## src/rtl/pu_pkg.sv

```systemverilog
package pu_pkg;

   typedef enum logic [1:0] {
      PF_ARGB32 = 2'b00,
      PF_RGB24  = 2'b01,
      PF_RGB16  = 2'b10,
      PF_RSVD   = 2'b11
   } pix_fmt_e;

   // bytes consumed from the buffer for one pixel of the given layout
   function automatic logic [2:0] pix_bytes(input logic [1:0] f);
      case (f)
         PF_RGB24: pix_bytes = 3'd3;
         PF_RGB16: pix_bytes = 3'd2;
         default:  pix_bytes = 3'd4;
      endcase
   endfunction

endpackage

```

## src/rtl/pu_byte_buf.sv

```systemverilog
module pu_byte_buf #(
   parameter int WORD_BYTES = 4,
   parameter int BUF_BYTES  = 8,
   parameter int CNT_W      = $clog2(BUF_BYTES + 1)
) (
   input  logic                    clk,
   input  logic                    rst_n,
   input  logic                    clear,
   input  logic                    push,
   input  logic [8*WORD_BYTES-1:0] word,
   input  logic                    pop,
   input  logic [2:0]              pop_n,
   output logic [CNT_W-1:0]        fill,
   output logic [8*WORD_BYTES-1:0] head
);
   localparam int BUF_W  = 8 * BUF_BYTES;
   localparam int WORD_W = 8 * WORD_BYTES;

   logic [BUF_W-1:0] mem_q, mem_d, shifted, ins, msk;
   logic [CNT_W-1:0] fill_q, fill_d, kept;
   logic [2:0]       sh;

   always_comb begin
      sh      = (pop && !clear) ? pop_n : 3'd0;
      kept    = clear ? '0 : (pop ? fill_q - CNT_W'(pop_n) : fill_q);
      shifted = mem_q >> {sh, 3'b000};
      ins     = BUF_W'(word) << {kept, 3'b000};
      msk     = BUF_W'({WORD_W{1'b1}}) << {kept, 3'b000};
      mem_d   = push ? ((shifted & ~msk) | ins) : shifted;
      fill_d  = kept + (push ? CNT_W'(WORD_BYTES) : '0);
   end

   always_ff @(posedge clk or negedge rst_n) begin
      if (!rst_n) begin
         mem_q  <= '0;
         fill_q <= '0;
      end else begin
         mem_q  <= mem_d;
         fill_q <= fill_d;
      end
   end

   assign fill = fill_q;
   assign head = mem_q[WORD_W-1:0];

endmodule

```

## src/rtl/pu_pix_pack.sv

```systemverilog
module pu_pix_pack import pu_pkg::*; #(
   parameter int PIX_BYTES = 4
) (
   input  logic [1:0]             fmt,
   input  logic [8*PIX_BYTES-1:0] head,
   output logic [8*PIX_BYTES-1:0] pix
);
   for (genvar l = 0; l < PIX_BYTES; l++) begin : g_lane
      logic [7:0] lane;
      always_comb begin
         case (fmt)
            PF_RGB24: lane = (l < 3) ? head[8*l +: 8] : 8'h00;
            PF_RGB16: begin
               if (l == 0)      lane = head[15:8];
               else if (l == 1) lane = head[7:0];
               else             lane = 8'h00;
            end
            default:  lane = head[8*l +: 8];
         endcase
      end
      assign pix[8*l +: 8] = lane;
   end

endmodule

```

## src/rtl/pu_flow.sv

```systemverilog
module pu_flow import pu_pkg::*; #(
   parameter int WORD_BYTES = 4,
   parameter int BUF_BYTES  = 8,
   parameter int CNT_W      = $clog2(BUF_BYTES + 1)
) (
   input  logic [CNT_W-1:0] fill,
   input  logic [1:0]       fmt,
   input  logic             line_start,
   input  logic             in_valid,
   input  logic             out_ready,
   output logic             in_ready,
   output logic             out_valid,
   output logic             push,
   output logic             pop,
   output logic [2:0]       pop_n
);
   localparam int ROOM = BUF_BYTES - WORD_BYTES;

   always_comb begin
      pop_n     = pix_bytes(fmt);
      in_ready  = (fill <= CNT_W'(ROOM));
      out_valid = !line_start && (fill >= CNT_W'(pop_n));
      push      = in_valid && in_ready;
      pop       = out_valid && out_ready;
   end

endmodule

```

## src/rtl/pix_unpack.sv

```systemverilog
module pix_unpack import pu_pkg::*; #(
   parameter int WORD_W    = 32,
   parameter int BUF_BYTES = 8
) (
   input  logic              clk,
   input  logic              rst_n,
   input  logic              line_start,
   input  logic [1:0]        fmt,
   input  logic              in_valid,
   output logic              in_ready,
   input  logic [WORD_W-1:0] in_word,
   output logic              out_valid,
   input  logic              out_ready,
   output logic [WORD_W-1:0] out_pix,
   output logic [1:0]        out_fmt
);
   localparam int WORD_BYTES = WORD_W / 8;
   localparam int CNT_W      = $clog2(BUF_BYTES + 1);

   if (WORD_W != 32) begin : g_bad_word
      $error("pix_unpack: WORD_W must be 32");
   end
   if (BUF_BYTES < 6) begin : g_bad_buf
      $error("pix_unpack: BUF_BYTES must be at least 6");
   end

   logic [CNT_W-1:0]  fill;
   logic [WORD_W-1:0] head;
   logic              push, pop;
   logic [2:0]        pop_n;

   pu_flow #(.WORD_BYTES(WORD_BYTES), .BUF_BYTES(BUF_BYTES), .CNT_W(CNT_W)) u_flow (
      .fill(fill), .fmt(fmt), .line_start(line_start), .in_valid(in_valid),
      .out_ready(out_ready), .in_ready(in_ready), .out_valid(out_valid),
      .push(push), .pop(pop), .pop_n(pop_n)
   );

   pu_byte_buf #(.WORD_BYTES(WORD_BYTES), .BUF_BYTES(BUF_BYTES), .CNT_W(CNT_W)) u_buf (
      .clk(clk), .rst_n(rst_n), .clear(line_start), .push(push), .word(in_word),
      .pop(pop), .pop_n(pop_n), .fill(fill), .head(head)
   );

   pu_pix_pack #(.PIX_BYTES(WORD_BYTES)) u_pack (
      .fmt(fmt), .head(head), .pix(out_pix)
   );

   assign out_fmt = fmt;

endmodule

```

## config.mk

```make
export PLATFORM = sky130hd
export DESIGN_NAME = pix_unpack
export DESIGN_NICKNAME = d
export VERILOG_FILES = /design/src/rtl/pu_pkg.sv /design/src/rtl/pu_byte_buf.sv /design/src/rtl/pu_pix_pack.sv /design/src/rtl/pu_flow.sv /design/src/rtl/pix_unpack.sv
export SDC_FILE = /design/constraint.sdc
export NUM_CORES = 1
export LEC_CHECK = 0
export ABC_CLOCK_PERIOD_IN_PS = 3500
export BUFFER_PORTS_ARGS = -buffer_cell sky130_fd_sc_hd__buf_4
export CORE_MARGIN = 1.5
export CORE_UTILIZATION = 48
export DETAILED_ROUTE_END_ITERATION = 16
export PLACE_DENSITY = 0.66
export SLEW_MARGIN = 20
export SYNTH_ARGS = -nofsm -noshare
export SYNTH_HDL_FRONTEND = slang
export SYNTH_SLANG_ARGS = --single-unit
```

## constraint.sdc

```tcl
create_clock -name clk -period 3.5 [get_ports clk]
set_input_delay 0.525 -clock clk [delete_from_list [all_inputs] [get_ports clk]]
set_output_delay 0.525 -clock clk [all_outputs]
set_load 0.005 [all_outputs]
```

-- Word level (Yosys, flattened, before mapping)
Cells that the tools add are included.
- add/sub/neg operators: 2
- order comparisons: 2
- equality and inequality tests: 2
- shifts and indexed selects: 3
- mux-type cells: 10
- bitwise logic cells: 3
- reduce and logical (&&, ||, !) cells: 6
- operators by type and width (operator ; number):
    64-bit AND ; 1
    64-bit two-way mux ; 1
    64-bit inverter ; 1
    64-bit OR ; 1
    32-bit by 7-bit left shift with 64-bit output ; 1
    32-bit by 7-bit left shift with 64-bit output (first input constant) ; 1
    64-bit by 6-bit right shift with 64-bit output ; 1
    8-bit two-way mux ; 4
    4-bit two-way mux ; 2
    3-bit two-way mux ; 2
    3-bit one-hot mux with 2 select lines ; 1
    4-bit adder ; 1
    4-bit by 3-bit greater-or-equal comparator with 1-bit output ; 1
    4-bit by 3-bit less-or-equal comparator with 1-bit output (second input constant) ; 1
    1-bit logical AND ; 4
    4-bit by 3-bit subtractor with 4-bit output ; 1
    2-bit by 1-bit == test with 1-bit output (second input constant) ; 1
    2-bit == test (second input constant) ; 1
    2-bit OR reduction ; 1
    1-bit logical NOT ; 1
- register bits: 68
- input port bits: 39
- logic and storage cells: 30

-- Depth between registers and ports, before layout
Gate-level depths: netlist of the first run.
- depth after elaboration: 12
- mapped depth: 15
- mapped depth without buffers: 14

-- Cells and area by module
From an unflattened synthesis of the first run, not the netlist that was laid out.
- cell total of the unflattened synthesis: 676
- area, all modules: 5954.5 sq um
- modules (own cells, without submodules) (module ; times used ; cells each ; area an instance (sq um) ; sequential area each (sq um)):
    pu_byte_buf ; 1 ; 621 ; 5454.0 ; 1701.6
    pu_pix_pack ; 1 ; 38 ; 367.9 ; 0.0
    pu_flow ; 1 ; 15 ; 117.6 ; 0.0
    pix_unpack ; 1 ; 2 ; 15.0 ; 0.0

-- Least setup slack after synthesis of the first run
Ideal clock, no wire load.
- path kind: input-to-reg
- start point: in fmt[0]
- end point: reg u_buf.mem_q[7]
- arrival: 3.353 ns
- required time: 3.375 ns
- setup slack: 0.022 ns
- stages: 13
- cells stage by stage: inv_1 > ha_1 > buf_2 > clkinv_1 > ha_1 > inv_1 > o21ai_2 > o21ai_4 > mux2i_4 > inv_4 > or4_1 > buf_2 > mux2_4
- longest elaborated chain between the ends: 12
- elaborated cells between the ends (all ways): 18
- RTL lines (element ; line ; text):
    start: declaration ; pix_unpack.sv:8 ; input logic [1:0] fmt,
    2-bit == test or 2-bit by 1-bit == test with 1-bit output (tied branches) ; pu_pkg.sv:12 ; case (f)
    3-bit one-hot mux with 2 select lines (*) ; pu_pkg.sv:12 ;
    4-bit by 3-bit greater-or-equal comparator with 1-bit output ; pu_flow.sv:22 ; out_valid = !line_start && (fill >= CNT_W'(pop_n));
    1-bit logical AND ; pu_flow.sv:22 ;
    1-bit logical AND ; pu_flow.sv:24 ; pop = out_valid && out_ready;
    4-bit two-way mux (2 in a row) ; pu_byte_buf.sv:25 ; kept = clear ? '0 : (pop ? fill_q - CNT_W'(pop_n) : fill_q);
    32-bit by 7-bit left shift with 64-bit output ; pu_byte_buf.sv:28 ; msk = BUF_W'({WORD_W{1'b1}}) << {kept, 3'b000};
    64-bit inverter ; pu_byte_buf.sv:29 ; mem_d = push ? ((shifted & ~msk) | ins) : shifted;
    64-bit AND ; pu_byte_buf.sv:29 ;
    64-bit OR ; pu_byte_buf.sv:29 ;
    64-bit two-way mux (*) ; pu_byte_buf.sv:29 ;
    net u_buf.mem_d[7] ; pu_byte_buf.sv:19 ; logic [BUF_W-1:0] mem_q, mem_d, shifted, ins, msk;
    end signal: assignment ; pu_byte_buf.sv:38 ; mem_q <= mem_d;
    end: declaration ; pu_byte_buf.sv:19 ;
Mark *: on every way through the listed nets, which the timed path passes. The rest lies on a longest branch.

-- Final worst setup path of the first run
- start point: in fmt[1]
- end point: reg u_buf.mem_q[7]
Same word-level chain as after synthesis.

==> impl_metrics.csv, run 1 <==
group,metric,value,unit
synthesis,synth_sequential_area_ratio,31.1,%
finish,synthToLayoutAreaGrowth,26.8,%
critical_path,timing.critical_path.slowest_stage_cell,"sky130_fd_sc_hd__or4_1",
finish,layout.cells.most_common_list,"sky130_fd_sc_hd__buf_4 (142), sky130_fd_sc_hd__nand2_1 (77), sky130_fd_sc_hd__dfrtp_1 (68)",
global_routing,globalRoute.totalOverflow,0,
clocking,ctsHtreeMaxLevel,3,
power_and_ir_drop,share_comb_of_total_power,56.5,%
synthesis,yosysWarnings,0,
route,route.antenna.remaining_nets,0,
critical_path,maximum_fanout_along_the_worst_path,7,
place,post-dp-hpwl,14500,microns
finish,num-nets-final,756,
power_and_ir_drop,p_leak,3.10,nW
synthesis,yosys-mux-area-fraction,24.9,%
clocking,tritoncts.num_buffers,9,
die,die_w,110,microns
synthesis,synth_top_cells_by_area,"sky130_fd_sc_hd__dfrtp_1 (31%), sky130_fd_sc_hd__mux2i_1 (12%), sky130_fd_sc_hd__mux2_2 (6.0%)",
timing,finalSetupViolCount,0,
synthesis,postSynth.topFlopCell,"sky130_fd_sc_hd__dfrtp_1",
route,wl_per_cell,22.6,microns
finish,layout_commonest_cell,"sky130_fd_sc_hd__buf_4",
synthesis,synth_top_cell_area_share,31.1,%
route,detail_route.first_pass.iterations,5,
critical_path,cp_cell_instances,"buf_4, ha_2, clkinv_1, ha_1, inv_1, buf_4, xnor2_1, nor2_1, mux2i_4, inv_4, or4_1, buf_4, mux2_4",
synthesis,async_flop_share,100,%
clocking,cts_setup_buffers,0,
power_and_ir_drop,clkPwrFrac,15.7,%
die,placeableCoreArea,0.0110,sq mm
synthesis,synth.largest_area_cell,"sky130_fd_sc_hd__dfrtp_1",
die,start_util,49.8,%
clocking,cts.sinks,68,
synthesis,synth-edff-count,0,
route,post_drt_via_cell_ratio,6.27,
critical_path,endpoint_kind,"register",
power_and_ir_drop,switching_share,41.3,%
synthesis,dominant_combinational_cell_family_by_area_after_synthesis,"multiplexers",
place,portBuffers,74,
timing,timing.final.crit_share,94.9,%
finish,insertedDiodeCount,0,
synthesis,post_synth_fa_ha_maj_area_fraction,1.78,%
global_routing,grt_antenna_before_repair,0,
power_and_ir_drop,power.sequential.fraction,27.8,%
timing,smallest_hold_slack,0.311,ns
worst_hold_path,classification_of_the_worst_slack_hold_path,"in2async",
timing,rsz0062_at_grt,"no",
timing,fmaxAchievable,0.301,GHz
global_routing,grt_start_max_net_pins,69,
clocking,worst_setup_hold_path_clk_slew,0.06,ns
clocking,clock_latency,0.34,ns
global_routing,vias_in_the_first_global_route,5132,
clocking,clockBufferDepth,2,
clocking,cts_tree,"done",
route,dr_total_vias,5364,
timing,number_of_pins_with_negative_max_slew_slack_in_the_final_report,0,
job,drv_cap,0,
power_and_ir_drop,power_per_cell_area,777,mW/mm^2
synthesis,synth.net_count,635,
die,placementRows,38,
timing,fin_skew,0.00816,ns
route,drc_errors,0,
synthesis,synth_simple_gate_area_share,15.7,%
synthesis,syn-cell-area,0.00547,sq mm
global_routing,grt_pass1_wl,29500,microns
synthesis,synth-compound-area-share,21.3,%
synthesis,synth_xor_area_share,0.938,%
critical_path,path_class,"in2reg",
clocking,clock-root-buffer,"sky130_fd_sc_hd__clkbuf_16",
timing,finalHoldViolations,0,
synthesis,syn-mean-instance-area,9.29,sq um
critical_path,timing.critical_path.slowest_cell_delay,0.54,ns
status,outcome,"completed",
finish,filler_cell_count,957,
clocking,cts-hold-fix-buffers,0,
finish,drive_above_1_share,31.6,%
die,num_io_pins,75,
synthesis,synth_seq_cells,68,
critical_path,path_common_cell,"sky130_fd_sc_hd__buf_4",
route,routed_wl,19300,microns
global_routing,grt_util_all_layers,33.5,%
die,dieArea,0.0120,sq mm
timing,timing.slew.headroom,37.1,%
timing,worst_pin_slew,0.943,ns
power_and_ir_drop,p_switching,0.00223,W
place,globalplace.congestion,0.937,
synthesis,synthesis.instances,589,
power_and_ir_drop,ir_worst_vdd,0.370,mV
critical_path,cp_data_required_time,3.72,ns
timing,final_period_minus_worst_setup_slack,3.32,ns
power_and_ir_drop,intPower,0.00316,W
die,die_h,110,microns
critical_path,critPathLaunchType,"input pin",
synthesis,synth_cell_type_count,61,
critical_path,cp_data_arrival_time,3.54,ns
clocking,cts-resized-gates,0,
power_and_ir_drop,post-layout-total-power,0.00539,W
route,first_drt_iteration_drcs,509,
==> cells in the mapped netlist (5+ instances only) <==
cell / instances
sky130_fd_sc_hd__nand2_1: 77
sky130_fd_sc_hd__o21ai_0: 24
sky130_fd_sc_hd__clkbuf_1: 23
sky130_fd_sc_hd__o22ai_1: 11
sky130_fd_sc_hd__a21o_1: 10
sky130_fd_sc_hd__and3_1: 7
sky130_fd_sc_hd__and2_1: 8
sky130_fd_sc_hd__mux4_2: 14
sky130_fd_sc_hd__a221o_1: 9
sky130_fd_sc_hd__a22o_1: 9
sky130_fd_sc_hd__o221ai_1: 6
sky130_fd_sc_hd__ha_1: 7
sky130_fd_sc_hd__mux2_2: 29
sky130_fd_sc_hd__a211o_1: 9
sky130_fd_sc_hd__nor2_1: 39
sky130_fd_sc_hd__a21oi_1: 45
sky130_fd_sc_hd__nor2b_1: 15
sky130_fd_sc_hd__nand3_1: 12
sky130_fd_sc_hd__buf_4: 6
sky130_fd_sc_hd__dfrtp_1: 68
sky130_fd_sc_hd__inv_1: 9
sky130_fd_sc_hd__a311o_1: 5
sky130_fd_sc_hd__o2bb2ai_1: 8
sky130_fd_sc_hd__mux2i_1: 67
sky130_fd_sc_hd__a2bb2oi_1: 12
==> state kept, by name, indices dropped and copies added (netlist names) <==
signal and cells:
u_buf.fill 4, u_buf.mem_q 64
==> path summary, 6_finish.rpt <==
| check | from | end | slack [ns] | cells after the start |
|---|---|---|---|---|
| worst max-delay path | fmt[1] | u_buf.mem_q[7]$_DFF_PN0_ | 0.18 | 13 |
| worst min-delay path | rst_n | u_buf.fill[1]$_DFF_PN0_ | 0.31 | 1 |
| worst max register to register | u_buf.fill[0]$_DFF_PN0_ | u_buf.mem_q[7]$_DFF_PN0_ | 0.31 | 12 |
| worst min register to register | u_buf.mem_q[5]$_DFF_PN0_ | u_buf.mem_q[5]$_DFF_PN0_ | 0.56 | 2 |
| max in group asynchronous | rst_n | u_buf.mem_q[35]$_DFF_PN0_ | 2.56 | 1 |
| min in group clk | in_word[23] | u_buf.mem_q[39]$_DFF_PN0_ | 0.43 | 2 |
==> final cells by class <==
cell class | instances | area, sq um | area share (%)
clock buffer | 14 | 254 | 3.66
clock inverter | 2 | 10.0 | 0.144
inverter | 11 | 43.8 | 0.631
multi-input combinational | 472 | 3570 | 51.4
sequential | 68 | 1700 | 24.5
tap | 140 | 175 | 2.52
timing repair buffer | 148 | 1190 | 17.1
==> per-layer routing <==
layer  share of wire, %  track usage [%]  vias to the layer above
li1                   -                -                     2447
met1                 44             48.7                     2606
met2                 45             49.1                      276
met3                9.3             6.70                       35
met4                2.0             11.5                        0
met5                  0                0                        -
==> critical path: cells and delay by family <==
kind	cells	cell delay, ns
buffers and inverters	6	0.76
adder cells (fa/ha/maj)	2	0.77
multiplexers	2	0.59
AND/OR/NAND/NOR	2	0.64
XOR/XNOR	1	0.24
==> cell families after synthesis <==
family	Yosys count
and+or+nand+nor	179
AOI/OAI and AO/OA	167
muxes	113
DFF	68
buffers and inverters	49
adders and majority gates	8
xor gates and xnor gates	5
==> power groups by stage <==
stage | registers, W | logic [W] | clock network (W)
after floorplan | 0.00134 | 0.00187 | 0
after global placement | 0.00148 | 0.00295 | 0
after detailed placement | 0.00149 | 0.00299 | 0
after CTS | 0.00148 | 0.00301 | 0.000860
after global routing | 0.00153 | 0.00329 | 0.000902
final | 0.00150 | 0.00305 | 0.000845
==> through the flow <==
step	utilization (%)	cell area [sq um]	TNS (ns)	setup slack, ns	cells
final	63.2	6940	0	0.179	855
after global routing	63.2	6940	0	0.0774	855
after detailed placement	60.7	6660	-4.18	-0.198	839
after floorplan	-	5470	0	0.0218	589
after global placement	60.7	6660	-2.74	-0.155	839
after CTS	63.1	6930	0	0.157	855
Note: power is estimated with default switching activity, not from simulation.
==> run 2: changes to the inputs <==
CTS_BUF_LIST = sky130_fd_sc_hd__clkbuf_16   (was not set)
==> impl_metrics.csv, run 2 (synthesized netlist as in run 1, its figures left out) <==
group,metric,value,unit
global_routing,vias_in_the_first_global_route,5137,
critical_path,cp_data_required_time,3.73,ns
clocking,clockBufferDepth,2,
power_and_ir_drop,switching_share,41.7,%
critical_path,maximum_fanout_along_the_worst_path,7,
timing,timing.final.crit_share,94.9,%
die,die_h,110,microns
timing,number_of_pins_with_negative_max_slew_slack_in_the_final_report,0,
place,portBuffers,74,
finish,insertedDiodeCount,0,
clocking,cts.sinks,68,
finish,layout_commonest_cell,"sky130_fd_sc_hd__buf_4",
critical_path,cp_data_arrival_time,3.55,ns
finish,synthToLayoutAreaGrowth,26.6,%
place,post-dp-hpwl,14500,microns
finish,drive_above_1_share,31.5,%
global_routing,globalRoute.totalOverflow,0,
timing,fin_skew,0.00737,ns
timing,fmaxAchievable,0.301,GHz
timing,setup_tns,0,ns
critical_path,critPathLaunchType,"input pin",
status,outcome,"completed",
power_and_ir_drop,intPower,0.00313,W
critical_path,worst_r2r_startpoint,"u_buf.fill[0]$_DFF_PN0_",
critical_path,endpoint_kind,"register",
timing,finalHoldViolations,0,
route,detail_route.first_pass.iterations,5,
place,globalplace.congestion,0.937,
global_routing,grt_pass1_wl,29600,microns
die,num_io_pins,75,
timing,finalWorstSetupSlack,0.178,ns
power_and_ir_drop,ir_worst_vdd,0.370,mV
clocking,cts-resized-gates,0,
clocking,cts_tree,"done",
job,drv_cap,0,
global_routing,grt_start_max_net_pins,69,
route,route.antenna.remaining_nets,0,
place,placement.setup.worst_slack,-0.198,ns
route,routed_wl,19300,microns
route,dr_total_vias,5346,
finish,largest_register,"u_buf.mem_q",
clocking,cts_setup_buffers,0,
critical_path,crit_path_start,"fmt[1]",
finish,max_reg_flops,64,
die,dieArea,0.0120,sq mm
finish,layout.cells.most_common_list,"sky130_fd_sc_hd__buf_4 (142), sky130_fd_sc_hd__nand2_1 (77), sky130_fd_sc_hd__dfrtp_1 (68)",
route,post_drt_via_cell_ratio,6.25,
timing,finalSetupViolCount,0,
power_and_ir_drop,p_leak,3.11,nW
clocking,clock-root-buffer,"sky130_fd_sc_hd__clkbuf_16",
power_and_ir_drop,power.sequential.fraction,27.9,%
finish,filler_cell_count,962,
finish,reg.largest.list,"u_buf.mem_q x64, u_buf.fill x4",
critical_path,path_class,"in2reg",
route,first_drt_iteration_drcs,492,
die,start_util,49.8,%
power_and_ir_drop,p_switching,0.00224,W
route,drc_errors,0,
clocking,tritoncts.num_buffers,9,
timing,worst_pin_slew,0.946,ns
clocking,cts-hold-fix-buffers,0,
clocking,worst_setup_hold_path_clk_slew,0.06,ns
die,die_w,110,microns
global_routing,grt_util_all_layers,33.5,%
route,wl_per_cell,22.6,microns
clocking,clock_latency,0.35,ns
power_and_ir_drop,clkPwrFrac,15.3,%
timing,final_period_minus_worst_setup_slack,3.32,ns
clocking,ctsHtreeMaxLevel,3,
timing,rsz0062_at_grt,"no",
global_routing,grt_antenna_before_repair,0,
die,placeableCoreArea,0.0110,sq mm
power_and_ir_drop,power_per_cell_area,775,mW/mm^2
die,placementRows,38,
worst_hold_path,classification_of_the_worst_slack_hold_path,"in2async",
power_and_ir_drop,share_comb_of_total_power,56.8,%
finish,num-nets-final,756,
timing,timing.slew.headroom,36.9,%
run 2: cell types whose count changed in the layout (fill, tap and decap cells not counted), sizes merged:
cell,previous run,this run
inv,10,14
clkinv,3,4
clkbuf,14,9
run 2: metrics by stage:
step                      cell area, sq um  hold WS [ns]  utilization, %  power [W]  instances
after CTS                             6920         0.362            63.0    0.00531        855
after global routing                  6930         0.384            63.1    0.00569        855
final                                 6930         0.285            63.1    0.00537        855
after floorplan                       5470         0.229               -    0.00321        589
after detailed placement              6660         0.555            60.7    0.00448        839
after global placement                6660         0.534            60.7    0.00443        839
run 2: final timing paths:
path | end | slack, ns | cells after the start
worst min-delay path | u_buf.fill[1]$_DFF_PN0_ | 0.28 | 1
worst min register to register | u_buf.mem_q[5]$_DFF_PN0_ | 0.56 | 2
max in group asynchronous | u_buf.mem_q[49]$_DFF_PN0_ | 2.56 | 1
worst max-delay path | u_buf.mem_q[7]$_DFF_PN0_ | 0.18 | 13
min in group clk | u_buf.mem_q[39]$_DFF_PN0_ | 0.43 | 2
worst max register to register | u_buf.mem_q[7]$_DFF_PN0_ | 0.31 | 12
run 2: worst max-delay path, stage by stage:
cell	delay (ns)
sky130_fd_sc_hd__buf_4	0.12
sky130_fd_sc_hd__ha_2	0.43
sky130_fd_sc_hd__clkinv_1	0.12
sky130_fd_sc_hd__ha_1	0.34
sky130_fd_sc_hd__inv_1	0.08
sky130_fd_sc_hd__buf_4	0.14
sky130_fd_sc_hd__xnor2_1	0.24
sky130_fd_sc_hd__nor2_1	0.11
sky130_fd_sc_hd__mux2i_4	0.30
sky130_fd_sc_hd__inv_4	0.09
sky130_fd_sc_hd__or4_1	0.54
sky130_fd_sc_hd__buf_4	0.21
sky130_fd_sc_hd__mux2_4	0.29
run 2: layout make-up:
| type | count | area (sq um) | share of cell area, % |
|---|---|---|---|
| Multi-Input combinational cell | 472 | 3570 | 51.5 |
| Sequential cell | 68 | 1700 | 24.6 |
| Timing Repair Buffer | 148 | 1190 | 17.1 |
| Clock buffer | 9 | 225 | 3.25 |
| Tap cell | 140 | 175 | 2.53 |
| Inverter | 11 | 43.8 | 0.632 |
| Clock inverter | 7 | 28.8 | 0.415 |
run 2: per-layer routing:
metal | vias up | part of all wire [%] | track usage (%)
li1 | 2455 | - | -
met1 | 2585 | 45 | 49.0
met2 | 275 | 44 | 49.1
met3 | 31 | 9.4 | 6.82
met4 | 0 | 1.8 | 10.9
met5 | - | 0 | 0
run 2: power by group through the flow:
stage	logic (W)	registers (W)	clock network (W)
2_1_floorplan	0.00187	0.00134	0
3_3_place_gp	0.00295	0.00148	0
3_5_place_dp	0.00299	0.00149	0
4_1_cts	0.00301	0.00148	0.000826
5_1_grt	0.00329	0.00153	0.000868
6_report	0.00305	0.00150	0.000824
==> run 3: changes to the inputs <==
PLACE_DENSITY = 0.68   (was 0.66)
==> impl_metrics.csv, run 3 (synthesized netlist as in run 1, its figures left out) <==
group,metric,value,unit
timing,fmaxAchievable,0.302,GHz
power_and_ir_drop,share_comb_of_total_power,55.1,%
clocking,ctsHtreeMaxLevel,3,
critical_path,cp_data_required_time,3.73,ns
critical_path,maximum_fanout_along_the_worst_path,6,
critical_path,cp_cell_instances,"buf_4, inv_1, ha_2, buf_4, xor2_2, ha_1, a21oi_2, o21ai_2, o21ai_4, mux2i_4, inv_4, or4_1, buf_4, mux2_4",
die,die_w,110,microns
route,route.antenna.remaining_nets,0,
power_and_ir_drop,post-layout-total-power,0.00551,W
critical_path,worst-r2r-setup-slack,0.36,ns
die,placeableCoreArea,0.0110,sq mm
critical_path,cp_data_arrival_time,3.55,ns
critical_path,timing.critical_path.slowest_stage_cell,"sky130_fd_sc_hd__or4_1",
critical_path,worstRegToRegCells,12,
finish,layout.cells.most_common_list,"sky130_fd_sc_hd__buf_4 (137), sky130_fd_sc_hd__nand2_1 (77), sky130_fd_sc_hd__dfrtp_1 (68)",
route,first_drt_iteration_drcs,469,
clocking,clock_latency,0.35,ns
global_routing,grt_util_all_layers,33.8,%
global_routing,globalRoute.totalOverflow,0,
timing,worst_pin_slew,0.934,ns
route,dr_total_vias,5429,
timing,fin_skew,0.00512,ns
power_and_ir_drop,p_leak,3.12,nW
die,die_h,110,microns
route,routed_wl,19400,microns
critical_path,timing.critical_path.slowest_cell_delay,0.53,ns
timing,final_period_minus_worst_setup_slack,3.31,ns
critical_path,path_class,"in2reg",
finish,layout_commonest_cell,"sky130_fd_sc_hd__buf_4",
finish,final_instance_count_without_filler_cells,850,
status,outcome,"completed",
critical_path,worstSetupPathDepth,14,
critical_path,worst_r2r_startpoint,"u_buf.fill[0]$_DFF_PN0_",
critical_path,critPathLaunchType,"input pin",
power_and_ir_drop,p_switching,0.00225,W
finish,drive_above_1_share,31.8,%
finish,filler_cell_count,954,
finish,insertedDiodeCount,0,
timing,rsz0062_at_grt,"no",
power_and_ir_drop,clkPwrFrac,17.8,%
global_routing,grt_antenna_before_repair,0,
place,portBuffers,74,
place,post-dp-hpwl,14400,microns
job,drv_cap,0,
die,placementRows,38,
power_and_ir_drop,ir_worst_vdd,0.410,mV
route,post_drt_via_cell_ratio,6.39,
finish,multi_input_comb_area,0.00360,sq mm
route,drc_errors,0,
critical_path,path_delay_family,"multiplexers",
finish,postLayoutCoreUtil,63.4,%
global_routing,vias_in_the_first_global_route,5277,
finish,synthToLayoutAreaGrowth,27.3,%
finish,max_reg_flops,64,
critical_path,regToRegEndpoint,"u_buf.mem_q[7]$_DFF_PN0_",
clocking,tritoncts.num_buffers,9,
route,detail_route.first_pass.iterations,5,
die,dieArea,0.0120,sq mm
finish,largest_register,"u_buf.mem_q",
route,wl_per_cell,22.8,microns
finish,ff_latch_area,0.00170,sq mm
timing,smallest_hold_slack,0.300,ns
clocking,cts.sinks,68,
clocking,clockBufferDepth,2,
clocking,worst_setup_hold_path_clk_slew,0.06,ns
die,num_io_pins,75,
critical_path,path_common_cell,"sky130_fd_sc_hd__buf_4",
place,placedCellCount,833,
power_and_ir_drop,switching_share,40.8,%
finish,num-nets-final,751,
die,start_util,49.8,%
critical_path,endpoint_kind,"register",
power_and_ir_drop,power_per_cell_area,791,mW/mm^2
global_routing,grt_start_max_net_pins,69,
timing,number_of_pins_with_negative_max_slew_slack_in_the_final_report,0,
place,globalplace.congestion,0.940,
timing,timing.slew.headroom,37.7,%
power_and_ir_drop,power.sequential.fraction,27.1,%
critical_path,critPathBufInv,5,
finish,reg.largest.list,"u_buf.mem_q x64, u_buf.fill x4",
clocking,clock-root-buffer,"sky130_fd_sc_hd__clkbuf_16",
global_routing,grt_pass1_wl,30100,microns
power_and_ir_drop,intPower,0.00326,W
timing,finalHoldViolations,0,
clocking,cts_tree,"done",
worst_hold_path,classification_of_the_worst_slack_hold_path,"in2async",
timing,setup_tns,0,ns
timing,finalSetupViolCount,0,
timing,timing.final.crit_share,94.6,%
run 3: changes by cell type in the layout (fill, tap and decap cells not counted), sizes merged:
cell | previous run | this run
bufinv | 0 | 2
inv | 14 | 11
clkinv | 4 | 5
buf | 148 | 143
run 3: power by group through the flow:
stage / registers, W / clock network [W] / logic, W
after global routing: 0.00153 / 0.00101 / 0.00327
after CTS: 0.00147 / 0.000978 / 0.00295
after global placement: 0.00147 / 0 / 0.00285
final: 0.00149 / 0.000981 / 0.00303
after detailed placement: 0.00148 / 0 / 0.00293
after floorplan: 0.00134 / 0 / 0.00187
run 3: layer usage:
| layer | routed length (microns) | up-vias | track usage, % |
|---|---|---|---|
| li1 | - | 2432 | - |
| met1 | 8430 | 2634 | 48.4 |
| met2 | 8850 | 327 | 52.0 |
| met3 | 1710 | 36 | 4.80 |
| met4 | 412 | 0 | 12.0 |
| met5 | 0 | - | 0 |
run 3: what timing repair did:
action,in CTS,in global routing
resized for setup,0,10
setup buffers,0,1
endpoints found under the setup margin,0,26
hold buffers,0,0
run 3: final cells by class:
cell class	count	area share, %
inverters	11	0.629
clock inverters	7	1.19
multi-input cells	472	51.6
clock buffers	9	3.23
flip-flops and latches	68	24.4
well taps	140	2.51
repair buffers	143	16.4
run 3: metrics by stage:
step | setup WS [ns] | area [sq um]
4_1_cts | 0.104 | 6910
2_1_floorplan | 0.0218 | 5470
5_1_grt | 0.0434 | 6970
3_5_place_dp | -0.248 | 6610
6_report | 0.187 | 6970
3_3_place_gp | -0.151 | 6610
run 3: how the worst max path moves through the flow:
stage / start / to / slack, ns
after global routing: fmt[0] / u_buf.mem_q[4]$_DFF_PN0_ / 0.04
after detailed placement: fmt[0] / u_buf.mem_q[18]$_DFF_PN0_ / -0.25
final: fmt[0] / u_buf.mem_q[7]$_DFF_PN0_ / 0.19
after CTS: fmt[0] / u_buf.mem_q[18]$_DFF_PN0_ / 0.10
after global placement: fmt[0] / u_buf.mem_q[7]$_DFF_PN0_ / -0.15
after floorplan: fmt[0] / u_buf.mem_q[7]$_DFF_PN0_ / 0.02
